`src/rtl/dref_pkg.sv`:
```
package dref_pkg;

    typedef enum logic [3:0] {
        S_PWR_WAIT,
        S_INIT_LOW,
        S_INIT_HIGH,
        S_IDLE,
        S_CBR_CAS,
        S_CBR_RAS,
        S_ROR_SETUP,
        S_ROR_RAS,
        S_PRECHARGE
    } seq_state_e;

    function automatic int unsigned max_u(input int unsigned a, input int unsigned b);
        return (a > b) ? a : b;
    endfunction

endpackage

```
`src/rtl/dref_refresh_timer.sv`:
```
module dref_refresh_timer #(
    parameter int unsigned INTERVAL    = 3906,
    parameter int unsigned MAX_PENDING = 8
) (
    input  logic clk,
    input  logic rst_n,
    input  logic en_i,
    input  logic take_i,
    output logic pending_o,
    output logic urgent_o
);
    localparam int unsigned IW = $clog2(INTERVAL);
    localparam int unsigned PW = $clog2(MAX_PENDING + 1);

    logic [IW-1:0] tick_cnt_q;
    logic [PW-1:0] backlog_q;
    logic          tick_c;

    assign tick_c = en_i && (tick_cnt_q == IW'(INTERVAL - 1));

    always_ff @(posedge clk or negedge rst_n) begin
        if (!rst_n) begin
            tick_cnt_q <= '0;
        end else if (!en_i || tick_c) begin
            tick_cnt_q <= '0;
        end else begin
            tick_cnt_q <= tick_cnt_q + 1'b1;
        end
    end

    always_ff @(posedge clk or negedge rst_n) begin
        if (!rst_n) begin
            backlog_q <= '0;
        end else begin
            unique case ({tick_c, take_i})
                2'b10: if (backlog_q != PW'(MAX_PENDING)) backlog_q <= backlog_q + 1'b1;
                2'b01: backlog_q <= backlog_q - 1'b1;
                default: backlog_q <= backlog_q;
            endcase
        end
    end

    assign pending_o = (backlog_q != '0);
    assign urgent_o  = (backlog_q == PW'(MAX_PENDING));

    // backlog never exceeds its cap
    p_backlog_cap_r4: assert property (@(posedge clk) disable iff (!rst_n)
        backlog_q <= PW'(MAX_PENDING));

    // a refresh is only taken from a non-empty backlog
    p_take_nonempty_r4: assert property (@(posedge clk) disable iff (!rst_n)
        take_i |-> (backlog_q != '0));

endmodule

```
`src/rtl/dref_row_counter.sv`:
```
module dref_row_counter #(
    parameter int unsigned ROWS = 1024
) (
    input  logic                      clk,
    input  logic                      rst_n,
    input  logic                      adv_i,
    output logic [$clog2(ROWS)-1:0]   row_o
);
    localparam int unsigned ROW_W = $clog2(ROWS);

    logic [ROW_W-1:0] row_q;

    always_ff @(posedge clk or negedge rst_n) begin
        if (!rst_n) begin
            row_q <= '0;
        end else if (adv_i) begin
            row_q <= (row_q == ROW_W'(ROWS - 1)) ? '0 : row_q + 1'b1;
        end
    end

    assign row_o = row_q;

    // top row wraps to zero
    p_row_wrap_r9: assert property (@(posedge clk) disable iff (!rst_n)
        (adv_i && row_q == ROW_W'(ROWS - 1)) |=> (row_q == '0));

    // row holds when not advanced
    p_row_hold_r9: assert property (@(posedge clk) disable iff (!rst_n)
        !adv_i |=> $stable(row_q));

endmodule

```
`src/rtl/dref_strobe_fsm.sv`:
```
module dref_strobe_fsm
    import dref_pkg::*;
#(
    parameter int unsigned PWRUP_CYCLES = 50000,
    parameter int unsigned INIT_PULSES  = 8,
    parameter int unsigned T_RAS        = 13,
    parameter int unsigned T_RP         = 8,
    parameter int unsigned T_CSR        = 2,
    parameter int unsigned ROW_W        = 10,
    parameter int unsigned ADDR_W       = 10
) (
    input  logic              clk,
    input  logic              rst_n,
    input  logic              pending_i,
    input  logic              grant_i,
    input  logic              row_mode_i,
    input  logic [ROW_W-1:0]  row_i,
    output logic              own_o,
    output logic              ras_n_o,
    output logic              cas_n_o,
    output logic [ADDR_W-1:0] addr_o,
    output logic              start_o,
    output logic              req_o,
    output logic              row_adv_o,
    output logic              init_done_o
);
    localparam int unsigned LONGEST = max_u(max_u(PWRUP_CYCLES, T_RAS), max_u(T_RP, T_CSR));
    localparam int unsigned CNT_W   = $clog2(LONGEST + 1);
    localparam int unsigned INIT_W  = $clog2(INIT_PULSES + 1);

    seq_state_e        state_q, state_d;
    logic [CNT_W-1:0]  cnt_q;
    logic [INIT_W-1:0] init_cnt_q;
    logic              init_done_q;
    logic [31:0]       span_c;
    logic              span_end_c;
    logic              grab_c;

    // length of each timed state in cycles
    always_comb begin
        unique case (state_q)
            S_PWR_WAIT:  span_c = PWRUP_CYCLES;
            S_INIT_LOW:  span_c = T_RAS;
            S_INIT_HIGH: span_c = T_RP;
            S_IDLE:      span_c = 32'd1;
            S_CBR_CAS:   span_c = T_CSR;
            S_CBR_RAS:   span_c = T_RAS;
            S_ROR_SETUP: span_c = 32'd1;
            S_ROR_RAS:   span_c = T_RAS;
            S_PRECHARGE: span_c = T_RP;
            default:     span_c = 32'd1;
        endcase
    end

    assign span_end_c = (32'(cnt_q) == span_c - 32'd1);
    assign grab_c     = (state_q == S_IDLE) && pending_i && grant_i;

    // next state
    always_comb begin
        state_d = state_q;
        unique case (state_q)
            S_PWR_WAIT:  if (span_end_c) state_d = S_INIT_LOW;
            S_INIT_LOW:  if (span_end_c) state_d = S_INIT_HIGH;
            S_INIT_HIGH: if (span_end_c)
                             state_d = (init_cnt_q == INIT_W'(INIT_PULSES - 1)) ? S_IDLE : S_INIT_LOW;
            S_IDLE:      if (grab_c) state_d = row_mode_i ? S_ROR_SETUP : S_CBR_CAS;
            S_CBR_CAS:   if (span_end_c) state_d = S_CBR_RAS;
            S_CBR_RAS:   if (span_end_c) state_d = S_PRECHARGE;
            S_ROR_SETUP: if (span_end_c) state_d = S_ROR_RAS;
            S_ROR_RAS:   if (span_end_c) state_d = S_PRECHARGE;
            S_PRECHARGE: if (span_end_c) state_d = S_IDLE;
            default:     state_d = S_PWR_WAIT;
        endcase
    end

    // state register
    always_ff @(posedge clk or negedge rst_n) begin
        if (!rst_n) begin
            state_q     <= S_PWR_WAIT;
            cnt_q       <= '0;
            init_cnt_q  <= '0;
            init_done_q <= 1'b0;
        end else begin
            state_q <= state_d;
            cnt_q   <= (state_d != state_q) ? '0 : cnt_q + 1'b1;
            if (state_q == S_INIT_HIGH && span_end_c)
                init_cnt_q <= init_cnt_q + 1'b1;
            if (state_q == S_INIT_HIGH && state_d == S_IDLE)
                init_done_q <= 1'b1;
        end
    end

    // outputs
    always_comb begin
        own_o       = (state_q != S_IDLE);
        ras_n_o     = !(state_q inside {S_INIT_LOW, S_CBR_RAS, S_ROR_RAS});
        cas_n_o     = !(state_q inside {S_CBR_CAS, S_CBR_RAS});
        addr_o      = (state_q inside {S_ROR_SETUP, S_ROR_RAS}) ? ADDR_W'(row_i) : '0;
        start_o     = grab_c;
        req_o       = (state_q == S_IDLE) && pending_i;
        row_adv_o   = (state_q == S_ROR_RAS) && span_end_c;
        init_done_o = init_done_q;
    end

    // idle without a grant stays idle
    p_grant_needed_r5: assert property (@(posedge clk) disable iff (!rst_n)
        (state_q == S_IDLE && !grant_i) |=> (state_q == S_IDLE));

    // init_done never falls once set
    p_init_sticky_r2: assert property (@(posedge clk) disable iff (!rst_n)
        init_done_q |=> init_done_q);

endmodule

```
`src/rtl/dref_sequencer.sv`:
```
module dref_sequencer #(
    parameter int unsigned CLK_KHZ           = 250000,
    parameter int unsigned PWRUP_US          = 200,
    parameter int unsigned REFRESH_WINDOW_US = 16000,
    parameter int unsigned ROWS              = 1024,
    parameter int unsigned ADDR_W            = 10,
    parameter int unsigned INIT_PULSES       = 8,
    parameter int unsigned MAX_PENDING       = 8,
    parameter int unsigned T_RAS             = 13,
    parameter int unsigned T_RP              = 8,
    parameter int unsigned T_CSR             = 2,
    parameter int unsigned PWRUP_CYCLES      = (CLK_KHZ / 1000) * PWRUP_US,
    parameter int unsigned REFRESH_INTERVAL  = (CLK_KHZ / 1000) * REFRESH_WINDOW_US / ROWS
) (
    input  logic              clk,
    input  logic              rst_n,
    input  logic              use_row_refresh,
    input  logic              ref_grant,
    input  logic              ctl_ras_n,
    input  logic              ctl_ucas_n,
    input  logic              ctl_lcas_n,
    input  logic [ADDR_W-1:0] ctl_addr,
    output logic              init_done,
    output logic              ref_req,
    output logic              ref_urgent,
    output logic              dram_ras_n,
    output logic              dram_ucas_n,
    output logic              dram_lcas_n,
    output logic [ADDR_W-1:0] dram_addr
);
    localparam int unsigned ROW_W  = $clog2(ROWS);
    localparam int unsigned BOOT_W = $clog2(PWRUP_CYCLES + 1);

    logic              pending, take, row_adv;
    logic              seq_own, seq_ras_n, seq_cas_n;
    logic [ADDR_W-1:0] seq_addr;
    logic [ROW_W-1:0]  row;

    dref_refresh_timer #(
        .INTERVAL    (REFRESH_INTERVAL),
        .MAX_PENDING (MAX_PENDING)
    ) u_timer (
        .clk       (clk),
        .rst_n     (rst_n),
        .en_i      (init_done),
        .take_i    (take),
        .pending_o (pending),
        .urgent_o  (ref_urgent)
    );

    dref_row_counter #(
        .ROWS (ROWS)
    ) u_rows (
        .clk   (clk),
        .rst_n (rst_n),
        .adv_i (row_adv),
        .row_o (row)
    );

    dref_strobe_fsm #(
        .PWRUP_CYCLES (PWRUP_CYCLES),
        .INIT_PULSES  (INIT_PULSES),
        .T_RAS        (T_RAS),
        .T_RP         (T_RP),
        .T_CSR        (T_CSR),
        .ROW_W        (ROW_W),
        .ADDR_W       (ADDR_W)
    ) u_fsm (
        .clk         (clk),
        .rst_n       (rst_n),
        .pending_i   (pending),
        .grant_i     (ref_grant),
        .row_mode_i  (use_row_refresh),
        .row_i       (row),
        .own_o       (seq_own),
        .ras_n_o     (seq_ras_n),
        .cas_n_o     (seq_cas_n),
        .addr_o      (seq_addr),
        .start_o     (take),
        .req_o       (ref_req),
        .row_adv_o   (row_adv),
        .init_done_o (init_done)
    );

    // strobe ownership mux
    assign dram_ras_n  = seq_own ? seq_ras_n : ctl_ras_n;
    assign dram_ucas_n = seq_own ? seq_cas_n : ctl_ucas_n;
    assign dram_lcas_n = seq_own ? seq_cas_n : ctl_lcas_n;
    assign dram_addr   = seq_own ? seq_addr  : ctl_addr;

    // cycles since reset, saturating, for the power-up check
    logic [BOOT_W-1:0] boot_q;
    always_ff @(posedge clk or negedge rst_n) begin
        if (!rst_n) boot_q <= '0;
        else if (boot_q != BOOT_W'(PWRUP_CYCLES)) boot_q <= boot_q + 1'b1;
    end

    // strobes quiet through the start-up delay
    p_quiet_powerup_r1: assert property (@(posedge clk) disable iff (!rst_n)
        (boot_q < BOOT_W'(PWRUP_CYCLES)) |-> (dram_ras_n && dram_ucas_n && dram_lcas_n));

    // no request before initialisation completes
    p_no_early_req_r3: assert property (@(posedge clk) disable iff (!rst_n)
        !init_done |-> !ref_req);

    // the block only takes the strobes after a grant
    p_stay_off_r5: assert property (@(posedge clk) disable iff (!rst_n)
        (!seq_own && !ref_grant) |=> !seq_own);

    // during a block-driven RAS fall with CAS low, CAS was already low
    p_cbr_order_r7: assert property (@(posedge clk) disable iff (!rst_n)
        (seq_own && $past(seq_own) && $fell(dram_ras_n) && !dram_ucas_n)
        |-> (!$past(dram_ucas_n) && !$past(dram_lcas_n)));

    // an accepted grant drops the request
    p_req_drop_r10: assert property (@(posedge clk) disable iff (!rst_n)
        (ref_req && ref_grant) |=> !ref_req);

endmodule

```
`config.mk`:
```
export PLATFORM = sky130hd
export DESIGN_NAME = dref_sequencer
export DESIGN_NICKNAME = d
export VERILOG_FILES = /design/src/rtl/dref_pkg.sv /design/src/rtl/dref_refresh_timer.sv /design/src/rtl/dref_row_counter.sv /design/src/rtl/dref_strobe_fsm.sv /design/src/rtl/dref_sequencer.sv
export SDC_FILE = /design/constraint.sdc
export NUM_CORES = 1
export LEC_CHECK = 0
export BUFFER_PORTS_ARGS = -buffer_cell sky130_fd_sc_hd__buf_2
export CELL_PAD_IN_SITES_DETAIL_PLACEMENT = 2
export CELL_PAD_IN_SITES_GLOBAL_PLACEMENT = 2
export CORE_MARGIN = 8
export CORE_UTILIZATION = 40
export DETAILED_ROUTE_END_ITERATION = 10
export GPL_TIMING_DRIVEN = 0
export PLACE_DENSITY = 0.85
export SLEW_MARGIN = 20
export SYNTH_ARGS = -nofsm -noshare
export SYNTH_HDL_FRONTEND = slang
export SYNTH_SLANG_ARGS = --single-unit
```
`constraint.sdc`:
```
create_clock -name clk -period 8.2 [get_ports clk]
set_input_delay 2.46 -clock clk [delete_from_list [all_inputs] [get_ports clk]]
set_output_delay 2.46 -clock clk [all_outputs]
set_load 0.01 [all_outputs]
```
# Word-level counts from Yosys, hierarchy flattened
# Memories as Yosys holds them, arrays and structs flattened.
# Cells that the tools add are included.
# W data, S select, Z words.
# word_totals
reg_bits	51
romBits	160
input_bits	17
output_inout_bits	16
word_cells	74
mem_count	1
# memory_table
name	words	word_bits	read_ports	rd_ports_with_merged_regs	write_ports	line	rtl
(no name shown)	16	10	1	0	0	dref_strobe_fsm.sv:41	unique case (state_q)
# op_classes
add_sub_neg	7
eq_ne	20
mux	21
n_reduce_logical	18
# op_table
operator	count
$mux W4	9
$eq A16 B32 Y1	1
$pmux W4 S8	1
$sub A32 B1 Y32 const B	1
$mux W10	3
$eq A4 B3 Y1 const B	5
$add A16 B1 Y16 const B	1
$mux W16	1
$add A12 B1 Y12 const B	1
$eq A12 B12 Y1 const B	1
$eq A4 B2 Y1 const B	3
$mux W12	1
$add A10 B1 Y10 const B	1
$eq A10 B10 Y1 const B	1
$add A4 B1 Y4 const B	2
$eq A4 B4 Y1 const B	2
$pmux W4 S2	1
$logic_and A1 B1 Y1	6
$reduce_bool A2 Y1	3
$eq A4 B1 Y1 const B	1
$logic_not A4 Y1	1
$mux W2	2
$ne A4 B2 Y1 const B	1
$ne A4 B4 Y1	1
12 further kinds	16

# Longest topological paths before layout
# depth
depth_word	7
mapped_depth	19

# Cells and area by module
# Synthesis repeated with hierarchy kept, for this count alone.
# unflattened
cells_unflattened	389
area_unflattened_um2	3778.6
# modules_own_cells
module	n_inst	cells_each	area_per_inst_um2	seq_area_each_um2
dref_strobe_fsm	1	245	2149.6	625.6
dref_refresh_timer	1	84	925.9	400.4
dref_row_counter	1	46	508.0	250.2
dref_sequencer	1	14	195.2	0.0

# Worst setup path after synthesis
# No wires, ideal clock.
# synth_timing
path_type	input -> output
from	input ctl_lcas_n
to	output dram_lcas_n
arrival_time_ps	2683
required_ps	5740
path_slack_ps	3057
stages	1
n_path_buf	0
path_cell_list	o22a_1
# synth_via
elab_chain_cells	1
# synth_lines
element	line	rtl
from (decl)	dref_sequencer.sv:21	input logic ctl_lcas_n,
$mux W1	dref_sequencer.sv:88	assign dram_lcas_n = seq_own ? seq_cas_n : ctl_lcas_n;
to (decl)	dref_sequencer.sv:28	output logic dram_lcas_n,
# Every way passes these cells.

# Worst setup path in the final report
# layout_timing
from	input ctl_addr[5]
to	output dram_addr[5]
# layout_via
elab_chain_cells	1
# layout_lines
element	line	rtl
from (decl)	dref_sequencer.sv:22	input logic [ADDR_W-1:0] ctl_addr,
$mux W10	dref_sequencer.sv:89	assign dram_addr = seq_own ? seq_addr : ctl_addr;
to (decl)	dref_sequencer.sv:29	output logic [ADDR_W-1:0] dram_addr
# Every way passes these cells.

==> flow_summary.yaml <==
worst_setup_path:
  crit_buf_inv: 2
  crit_type: "input port to primary output"
  setup.worst_path.end_class: "primary output"
  slowest_delay_ns: 0.21
  worst_ep_arrival_time_ns: 2.92
  cp_top_family: "buffers and inverters"
  rrSetupSlack_ns: 3.57
  timing.rr.start: "u_fsm.state_q[0]"
  cp.required_ns: 5.74
  crit_fanout: 1
  r2r-end: "u_fsm.init_cnt_q[1]"
  reg2reg_depth: 16
  worst_setup_path_start_kind: "input port"
  slowest_stage: "a22o_1"
  cp_cell_sequence: "buf_2, a22o_1, buf_2"
  worst_path_most_repeated_cell: "buf_2"
floorplan:
  fp.dieW_um: 109
  num_rows: 34
  core_um2: 8550
  dieArea_um2: 11800
  top_level_ports: 33
  die_h_um: 109
  initial_core_util_pct: 40.2
logic_synthesis:
  ys_warn_count: 0
  synthTopCellsByArea: "dfrtp_1 (37%), xor2_1 (6.9%), ha_1 (6.5%), nor2_1 (6.3%), nand3_1 (3.9%)"
  async_flop_share_pct: 100
  syn-num-nets: 422
  synth_edf_count: 0
  synth_common_cells: "nor2_1 (58), dfrtp_1 (51), nand2_1 (32)"
  ys_seq_area_share_pct: 37.1
  avgSynthCellArea_um2: 8.91
  post-synth-top-area-cell: "dfrtp_1"
  syn_inst: 386
  synth.top_cell.area_share_pct: 37.1
  synth_seq_cells: 51
  synth_ff_type: "dfrtp_1"
  yosysMostFrequentCell: "nor2_1"
  ys_types: 60
  netlist_area_um2: 3440
finish:
  syn2layout_area_growth_pct: 12.4
  fin_util_pct: 45.2
  final_nets: 461
  drive_above_1_share_pct: 14.1
  antenna_cells: 0
clock_network:
  cts.sinks: 51
  cts_buffers: 5
  ctsHoldBuffers: 0
  post_cts_buffers: 0
  post_cts_resized: 0
  cts.path.max_buffers: 2
  htreeDepth: 2
  cts_tree: "built"
  clock_latency_ns: 0.32
  root_buffer: "clkbuf_8"
  clk_pin_slew_ns: 0.10
routing:
  drc_errors: 0
  avgRoutedWirePerCell_um: 19.7
  routed_via_density: 5.67
  route.final.wire_length_mm: 10.5
  vias: 3026
  firstDrtPassIters: 4
  ant_nets: 0
  drtIter0Drc: 90
sta:
  slew_viol_final: 0
  tns_ns: 0
  min_period_over_period_pct: 65.6
  hold_violations: 0
  setup_viol: 0
  fmax_mhz: 186
  skew_ns: 0.00862
  rsz0062_at_grt: "false"
  fin_crit_ns: 5.38
  tightest_slew_ns: 0.916
  timing.slew.headroom_pct: 38.4
place:
  gp_congestion: 0.789
  place.detailed.hpwl_mm: 8.06
  io_buffer_count: 32
global_routing:
  antenna_found_initial: 0
  track_usage_pct: 18.6
  grt_pass1_wl_mm: 17.7
  overflow: 0
  grt_pass1_vias: 3445
  grt_max_degree: 52
min_path:
  min_to: "u_timer.tick_cnt_q[0]"
  hold_depth: 1
  min_path_type: "flip-flop to flip-flop"
  hp-start: "u_timer.tick_cnt_q[0]"
outcome:
  status: "finished clean"
power:
  vdd_drop_max_mv: 0.115
  power_density_nw_per_um2: 265
  leakage_nw: 1.81
job:
  maxCapViolations: 0
==> logic make-up (layout without fill, tap and decap cells) <==
family / count (synthesis) / count (layout) / share of synthesized area [%]
AO/OA/AOI/OAI: 62 / 62 / 13.5
XOR/XNOR: 42 / 42 / 10.7
adder cells (fa/ha/maj): 19 / 19 / 7.13
buffers and inverters: 30 / 70 / 4.40
flip-flops: 51 / 51 / 37.1
multiplexers: 6 / 6 / 1.85
AND/OR/NAND/NOR: 176 / 176 / 25.3
==> per-layer routing <==
metal	wire, um	GRT usage [%]
met5	0	0
met1	4460	22.1
met2	5650	34.1
met3	234	2.54
met4	163	4.89
==> through the flow <==
stage | power [mW] | area [um2] | hold slack, ns | std cells | setup slack, ns
after floorplan | 0.681 | 3440 | 0.467 | 386 | 3.06
after global placement | 0.794 | 3740 | 0.491 | 526 | 2.83
after detailed placement | 0.828 | 3740 | 0.515 | 526 | 2.83
after CTS | 1.03 | 3860 | 0.533 | 534 | 2.81
after global routing | 1.10 | 3870 | 0.565 | 534 | 2.59
final | 1.02 | 3870 | 0.526 | 534 | 2.82
==> cell usage in the layout (no fill, tap or decap), types with 4 or more instances in the layout <==
cell	instances
o21ai_0	9
a21oi_1	8
a22o_1	10
clkbuf_1	4
and3_1	11
nor2_1	58
ha_1	18
buf_2	35
xor2_1	27
clkbuf_8	6
nand3_1	27
xnor2_1	15
dfrtp_1	51
nor3_1	9
buf_4	4
nand2_1	32
inv_1	15
nor4_1	7
nand2b_1	8
nand4_1	4
a21o_1	4
==> worst register-to-register path, delay by kind of cell (launching register included) <==
family / cells / cell delay (ns)
buffers and inverters: 3 / 0.60
muxes: 1 / 0.35
adders and majority gates: 3 / 0.82
xor gates and xnor gates: 1 / 0.24
DFF: 1 / 0.44
AOI/OAI and AO/OA: 2 / 0.34
and+or+nand+nor: 6 / 1.71
==> final cells by class <==
type	count	area, um2
buffer	14	91.3
clock buffer	6	82.6
clock inverter	2	38.8
fill	972	4680
inverter	16	60.1
multi-input combinational	305	2020
sequential	51	1280
tap	108	135
timing repair buffer	32	163
==> sequential cells by signal, summed over array words and instances, names as in the netlist <==
name	count
u_timer.tick_cnt_q	12
u_timer.backlog_q	4
u_fsm.state_q	4
u_rows.row_o	10
u_fsm.cnt_q	16
u_fsm.init_cnt_q	4
u_fsm.init_done_o	1
==> worst max path at each step <==
stage	slack, ns	end	start	cells past startpoint
final	2.82	dram_addr[5]	ctl_addr[5]	3
after global placement	2.83	dram_ras_n	ctl_ras_n	4
after floorplan	3.06	dram_lcas_n	ctl_lcas_n	1
after detailed placement	2.83	dram_addr[5]	ctl_addr[5]	3
after global routing	2.59	dram_addr[8]	u_fsm.state_q[1]	6
after CTS	2.81	dram_addr[5]	u_fsm.state_q[1]	6
==> power by group <==
| group | switching (mW) | internal [mW] | leakage [nW] |
|---|---|---|---|
| sequential | 0.0432 | 0.280 | 0.688 |
| combinational | 0.310 | 0.196 | 1.06 |
| clock | 0.0946 | 0.101 | 0.0618 |
| total | 0.448 | 0.577 | 1.81 |
Note: power is estimated with default switching activity, not from simulation.
